--- src/rtl/uart_irq_pkg.sv ---
package uart_irq_pkg;
  localparam int NSRC   = 11;
  localparam int NLINE  = 5;
  localparam int ADDR_W = 2;

  typedef logic [NSRC-1:0] src_t;

  localparam logic [ADDR_W-1:0] A_MASK  = 2'd0;
  localparam logic [ADDR_W-1:0] A_RAW   = 2'd1;
  localparam logic [ADDR_W-1:0] A_MSKD  = 2'd2;
  localparam logic [ADDR_W-1:0] A_CLEAR = 2'd3;

  // line index: 0 rx, 1 tx, 2 rt, 3 modem, 4 error
  localparam src_t LINE_SEL [NLINE] = '{
    11'h010, 11'h020, 11'h040, 11'h00F, 11'h780
  };
endpackage

--- src/rtl/uart_irq_status.sv ---
module uart_irq_status
  import uart_irq_pkg::*;
(
  input  logic clk_i,
  input  logic rst_ni,
  input  src_t set_i,
  input  src_t hw_clr_i,
  input  src_t sw_clr_i,
  output src_t raw_o
);
  src_t raw_q;

  always_ff @(posedge clk_i or negedge rst_ni) begin
    if (!rst_ni) raw_q <= '0;
    else         raw_q <= (raw_q & ~(hw_clr_i | sw_clr_i)) | set_i;  // set wins
  end

  assign raw_o = raw_q;
endmodule

--- src/rtl/uart_irq_regs.sv ---
module uart_irq_regs
  import uart_irq_pkg::*;
(
  input  logic              clk_i,
  input  logic              rst_ni,
  input  logic              req_i,
  input  logic              we_i,
  input  logic [ADDR_W-1:0] addr_i,
  input  src_t              wdata_i,
  input  src_t              raw_i,
  output src_t              mask_o,
  output src_t              sw_clr_o,
  output src_t              rdata_o
);
  src_t mask_q, rdata_q, rd_val;
  logic wr, rd;

  assign wr = req_i & we_i;
  assign rd = req_i & ~we_i;
  assign sw_clr_o = (wr && addr_i == A_CLEAR) ? wdata_i : '0;

  always_comb begin
    unique case (addr_i)
      A_MASK:  rd_val = mask_q;
      A_RAW:   rd_val = raw_i;
      A_MSKD:  rd_val = raw_i & mask_q;
      default: rd_val = '0;
    endcase
  end

  always_ff @(posedge clk_i or negedge rst_ni) begin
    if (!rst_ni) begin
      mask_q  <= '0;
      rdata_q <= '0;
    end else begin
      if (wr && addr_i == A_MASK) mask_q <= wdata_i;
      if (rd) rdata_q <= rd_val;
    end
  end

  assign mask_o  = mask_q;
  assign rdata_o = rdata_q;
endmodule

--- src/rtl/uart_irq_route.sv ---
module uart_irq_route
  import uart_irq_pkg::*;
(
  input  logic             clk_i,
  input  logic             rst_ni,
  input  src_t             masked_i,
  output logic [NLINE-1:0] line_o,
  output logic             any_o
);
  logic [NLINE-1:0] line_d, line_q;
  logic             any_q;

  for (genvar g = 0; g < NLINE; g++) begin : g_line
    assign line_d[g] = |(masked_i & LINE_SEL[g]);
  end

  always_ff @(posedge clk_i or negedge rst_ni) begin
    if (!rst_ni) begin
      line_q <= '0;
      any_q  <= 1'b0;
    end else begin
      line_q <= line_d;
      any_q  <= |masked_i;
    end
  end

  assign line_o = line_q;
  assign any_o  = any_q;
endmodule

--- src/rtl/uart_irq_ctrl.sv ---
module uart_irq_ctrl
  import uart_irq_pkg::*;
(
  input  logic              clk_i,
  input  logic              rst_ni,
  input  logic [NSRC-1:0]   set_i,
  input  logic [NSRC-1:0]   hw_clr_i,
  input  logic              bus_req_i,
  input  logic              bus_we_i,
  input  logic [ADDR_W-1:0] bus_addr_i,
  input  logic [NSRC-1:0]   bus_wdata_i,
  output logic [NSRC-1:0]   bus_rdata_o,
  output logic              irq_any_o,
  output logic              irq_rx_o,
  output logic              irq_tx_o,
  output logic              irq_rt_o,
  output logic              irq_ms_o,
  output logic              irq_err_o
);
  src_t raw, mask, sw_clr;
  logic [NLINE-1:0] lines;

  uart_irq_status u_status (
    .clk_i, .rst_ni, .set_i, .hw_clr_i,
    .sw_clr_i(sw_clr), .raw_o(raw)
  );

  uart_irq_regs u_regs (
    .clk_i, .rst_ni,
    .req_i(bus_req_i), .we_i(bus_we_i), .addr_i(bus_addr_i),
    .wdata_i(bus_wdata_i), .raw_i(raw),
    .mask_o(mask), .sw_clr_o(sw_clr), .rdata_o(bus_rdata_o)
  );

  uart_irq_route u_route (
    .clk_i, .rst_ni, .masked_i(raw & mask),
    .line_o(lines), .any_o(irq_any_o)
  );

  assign irq_rx_o  = lines[0];
  assign irq_tx_o  = lines[1];
  assign irq_rt_o  = lines[2];
  assign irq_ms_o  = lines[3];
  assign irq_err_o = lines[4];
endmodule

--- config.mk ---
export PLATFORM = sky130hd
export DESIGN_NAME = uart_irq_ctrl
export DESIGN_NICKNAME = d
export VERILOG_FILES = /design/src/rtl/uart_irq_pkg.sv /design/src/rtl/uart_irq_status.sv /design/src/rtl/uart_irq_regs.sv /design/src/rtl/uart_irq_route.sv /design/src/rtl/uart_irq_ctrl.sv
export SDC_FILE = /design/constraint.sdc
export NUM_CORES = 1
export LEC_CHECK = 0
export BUFFER_PORTS_ARGS = -buffer_cell sky130_fd_sc_hd__buf_2
export CAP_MARGIN = 20
export CORE_ASPECT_RATIO = 2
export CORE_MARGIN = 4
export CORE_UTILIZATION = 45
export CTS_CLUSTER_SIZE = 16
export DETAILED_ROUTE_END_ITERATION = 10
export PLACE_DENSITY = 0.83
export SLEW_MARGIN = 10
export SYNTH_ARGS = -nofsm -noshare
export SYNTH_HDL_FRONTEND = slang
export SYNTH_SLANG_ARGS = --single-unit
export TNS_END_PERCENT = 50
--- constraint.sdc ---
create_clock -name clk_i -period 1.8 [get_ports clk_i]
set_input_delay 0.09 -clock clk_i [delete_from_list [all_inputs] [get_ports clk_i]]
set_output_delay 0.09 -clock clk_i [all_outputs]
set_load 0.01 [all_outputs]
* Word level (Yosys, flattened, before mapping) *
Cells that the tools add are included.

operators by class
  multiplexer cells = 2
  $add $sub $neg = 0
  reductions and logical operators = 6
  eq/ne operators = 3
  shifts and indexed selects = 0
  magnitude comparators = 0
  div/mod/pow operators = 0
  bitwise gates (word level) = 8
  $mul = 0

operator list
  cell                number
  $pmux 11 s3         1
  $and 11x11->11      2
  $or 11x11->11       2
  $mux 11             1
  $not 11->11         1
  $reduce_or 11->1    1
  $reduce_or 4->1     2
  $eq 2x2->1 const B  2
  $and 1x1->1         2
  $eq 2x1->1 const B  1
  $logic_and 1x1->1   2
  $logic_not 2->1     1
  $not 1->1           1

storage, ports and cells
  memory bits (read-only) = 0
  output and inout bits = 17
  input port bits = 39
  memories = 0
  register bits = 39
  logic and storage cells = 24
  latch bits = 0
  memory bits (writable) = 0

* Longest topological paths before layout *
  word-level depth = 7
  mapped depth = 5
  gate-level depth less buffers = 3

* By module *
Synthesis repeated with hierarchy kept, for this count alone.

second synthesis, totals
  cells, all modules = 167
  area total of the unflattened synthesis = 1,814.2 µm²

by module, submodules not included
  module           sequential area each (µm²)  area an instance (µm²)  cells each  times used
  uart_irq_regs    550.5                       1,164.9                 113         1
  uart_irq_status  275.3                       399.1                   33          1
  uart_irq_route   150.1                       181.4                   10          1
  uart_irq_ctrl    0.0                         68.8                    11          1

* Least setup slack after synthesis *
OpenSTA, ideal clock, no wires.

  path type = input to register
  start = input port bus_addr_i[0]
  end = register u_regs.mask_q[0] (netlist: u_regs.mask_o[0])
  setup time = 0.127 ns
  data required time = 1.673 ns
  buffers on the path = 2
  cell stages on the path = 4
  data arrival time = 0.907 ns
  setup slack = 0.765 ns
  path through = buf_4 nor3_2 buf_6 mux2_1

between the ends
  word-level cells in the longest chain between the ends = 2

RTL lines
  item                    RTL line             source
  start: declaration      uart_irq_ctrl.sv:10  input logic [ADDR_W-1:0] bus_addr_i,
  $logic_not 2->1         uart_irq_regs.sv:36  if (wr && addr_i == A_MASK) mask_q <= wdata_i;
  $logic_and 1x1->1       uart_irq_regs.sv:36
  end signal: assignment  uart_irq_regs.sv:36
  end: declaration        uart_irq_regs.sv:15  src_t mask_q, rdata_q, rd_val;

No other way between the ends.
A chain may end at the register's enable or synchronous reset.

* Worst setup path after layout *
  start = register u_status.raw_q[3] (netlist: u_status.raw_o[3])
  end = register u_route.any_q (netlist: u_route.any_o)

between the ends
  word-level cells in the longest chain between the ends = 2

RTL lines
  item                      RTL line               source
  start: declaration        uart_irq_status.sv:11  src_t raw_q;
  start signal: assignment  uart_irq_status.sv:15  else raw_q <= (raw_q & ~(hw_clr_i | sw_clr_i)) | set_i;
  $and 11x11->11            uart_irq_ctrl.sv:36    .clk_i, .rst_ni, .masked_i(raw & mask),
  $reduce_or 11->1          uart_irq_route.sv:23   any_q <= |masked_i;
  end signal: assignment    uart_irq_route.sv:23
  end: declaration          uart_irq_route.sv:11   logic any_q;

No other way between the ends.

==> flow_metrics.env <==
export IMPL_relSlewSlack_pct=67.4
export IMPL_rsz0062_at_grt="no"
export IMPL_synth_top_area_cell="dfrtp_1"
export IMPL_ir_drop_v=0.000561
export IMPL_rows=31
export IMPL_drive_gt1_share_pct=31.2
export IMPL_slew_violations=0
export IMPL_fin_crit_sh_pct=62.6
export IMPL_first_global_vias=1475
export IMPL_p_sw_share_pct=26.8
export IMPL_first_pass_iters=4
export IMPL_syn_inst=146
export IMPL_routedWlPerCell_um=14.2
export IMPL_vias_per_cell=5.04
export IMPL_final_util_pct=62.2
export IMPL_cts_sinks=39
export IMPL_drc=0
export IMPL_pwr_share_comb_pct=19.4
export IMPL_hold_path_class="in2reg"
export IMPL_regArea_um2=976
export IMPL_layout_cells_non_filler=267
export IMPL_clk_pin_slew_ns=0.07
export IMPL_netSwitchingPower_w=0.000577
export IMPL_die_h_um=95.7
export IMPL_leakage_nw=1.09
export IMPL_crit_arrival_ns=1.30
export IMPL_portBuffers=55
export IMPL_power_frac_clock_pct=29.8
export IMPL_area_growth_pct=31.1
export IMPL_drt_iter0_drc=19
export IMPL_ys_warn_count=0
export IMPL_via_count=1347
export IMPL_clkLatencyLatePin_ns=0.29
export IMPL_grtUsageTotal_pct=17.8
export IMPL_yosysTopAreaCellShare_pct=56.4
export IMPL_holdWs_ns=0.0279
export IMPL_sequentialPowerShare_pct=50.8
export IMPL_synth_most_common_cell="dfrtp_1"
export IMPL_maxCapViolCount=0
export IMPL_synth_area_um2=1730
export IMPL_critPathCaptureType="flop"
export IMPL_antenna_found_initial=0
export IMPL_status="complete, no violations"
export IMPL_fmax_ghz=0.887
export IMPL_synth_seq_cells=39
export IMPL_path_class="reg2reg"
export IMPL_fill_cells=338
export IMPL_cp_max_fo=3
export IMPL_core_area_um2=3650
export IMPL_dp_cells=247
export IMPL_synthTopCellsByArea="dfrtp_1 (56%), mux2_1 (7.2%), mux2i_1 (6.4%)"
export IMPL_grt_first_pass_wirelength_um=6560
export IMPL_synth_top_flop_cell="dfrtp_1"
export IMPL_internal_power_w=0.00157
export IMPL_multiInputGateArea_um2=644
export IMPL_grt_max_degree=40
export IMPL_finalHoldViolations=0
export IMPL_r2r_slack_ns=0.67
export IMPL_fin_nets=256
export IMPL_synth_common_cells="dfrtp_1 (39), nand2_1 (23), inv_1 (14)"
export IMPL_synth_async_reset_ratio_pct=100
export IMPL_setup_viol=0
export IMPL_synth_area_per_cell_um2=11.8
export IMPL_die_area_um2=4960
export IMPL_post_cts_resized=0
export IMPL_synth_nets=185
export IMPL_start_kind="flop"
export IMPL_ant_nets=0
export IMPL_htree_levels=2
export IMPL_initial_utilization_pct=47.4
export IMPL_cts_tree="yes"
export IMPL_yosys_cell_types_count=18
export IMPL_setup_tns_ns=0
export IMPL_worst_slew_pin_transition_ns=0.489
export IMPL_synth_edf_count=0
export IMPL_overflow=0
export IMPL_numCtsBuffers=5
export IMPL_finalClockSkew_ns=0.00584
export IMPL_power_density_nw_per_um2=948
export IMPL_routabilityCongestion=0.769
export IMPL_io_pins=56
export IMPL_n_antenna_cell=0
export IMPL_cp_required_ns=1.97
export IMPL_die_width_um=51.8
export IMPL_root_buffer="clkbuf_8"
export IMPL_seq_area_frac_synth_pct=56.4
export IMPL_wl_um=3780
export IMPL_hpwl_um=2800
export IMPL_ctsLongestPathBuffers=2
export IMPL_fin_crit_ns=1.13
critical path: stages, from the launching register on:
cell and delay [ns]:
dfrtp_1 0.40, nand2_1 0.10, nand4_1 0.13, or3_1 0.38
worst paths after layout:
| check | startpoint | endpoint | cells after the start |
|---|---|---|---|
| max | u_status.raw_o[3] | u_route.any_o | 3 |
| min | bus_wdata_i[2] | u_regs.mask_o[2] | 2 |
| max reg2reg | u_status.raw_o[3] | u_route.any_o | 3 |
| min reg2reg | u_regs.rdata_o[2] | u_regs.rdata_o[2] | 1 |
| max in group asynchronous | rst_ni | u_regs.mask_o[9] | 3 |
| min in group asynchronous | rst_ni | u_status.raw_o[9] | 3 |
cell type report:
class	instances	share of cell area, %
well taps	49	2.70
inverters	14	2.32
repair buffers	72	19.1
multi-input cells	85	28.4
flip-flops and latches	39	43.0
clock buffers	8	4.42
power groups by stage:
stage	Clock (W)	Sequential (W)	Combinational, W
floorplan	0	0.00113	0.000199
global placement	0	0.00110	0.000391
detailed placement	0	0.00111	0.000404
CTS	0.000655	0.00109	0.000425
global route	0.000687	0.00111	0.000471
finish	0.000641	0.00109	0.000416
repair_timing:
item                                    in CTS  in global routing
endpoints found under the setup margin       0                  0
setup buffers                                0                  0
hold buffers                                12                  0
endpoints found under the hold margin       50                  0
cell families (layout without fill, tap and decap cells):
family                 Yosys count  in the layout  share of synthesized area (%)
buffers and inverters           22             94                           6.29
flip-flops                      39             39                           56.4
AO/OA/AOI/OAI                   33             33                           15.9
AND/OR/NAND/NOR                 30             30                           7.81
multiplexers                    22             22                           13.5
flip-flops by register name (all words and copies together) (netlist names):
register and count:
u_route.line_o 5, u_regs.rdata_o 11, u_regs.mask_o 11, u_route.any_o 1
u_status.raw_o 11
layout by cell type (no fill, tap or decap):
| master | synthesis | layout |
|---|---|---|
| a31o_1 | 11 | 11 |
| and4_1 | 1 | 1 |
| buf_2 | 3 | 55 |
| buf_4 | 2 | 5 |
| clkbuf_1 | 1 | 1 |
| clkbuf_8 | 0 | 7 |
| dfrtp_1 | 39 | 39 |
| dlygate4sd3_1 | 0 | 12 |
| inv_1 | 14 | 14 |
| mux2_1 | 11 | 11 |
| mux2i_1 | 11 | 11 |
| nand2_1 | 23 | 23 |
| nand3_1 | 1 | 1 |
| nand4_1 | 2 | 2 |
| nor2b_1 | 1 | 1 |
| nor3_2 | 1 | 1 |
| o21a_1 | 11 | 11 |
| o221ai_1 | 11 | 11 |
| or3_1 | 1 | 1 |
routing by layer:
metal | up-vias | global-route usage [%] | wire (um)
met2 | 31 | 32.1 | 2110
met1 | 651 | 18.9 | 1420
met4 | 0 | 8.10 | 82
met5 | - | 0 | 0
li1 | 658 | - | -
met3 | 7 | 4.07 | 173
metrics by stage:
step | cell area (um2) | setup WS [ns] | power, W
6_report | 2270 | 0.673 | 0.00215
5_1_grt | 2270 | 0.580 | 0.00227
4_1_cts | 2270 | 0.669 | 0.00217
3_5_place_dp | 2050 | 0.408 | 0.00151
3_3_place_gp | 2050 | 0.466 | 0.00149
2_1_floorplan | 1730 | 0.765 | 0.00133
Power figures use the tool's default switching activity.
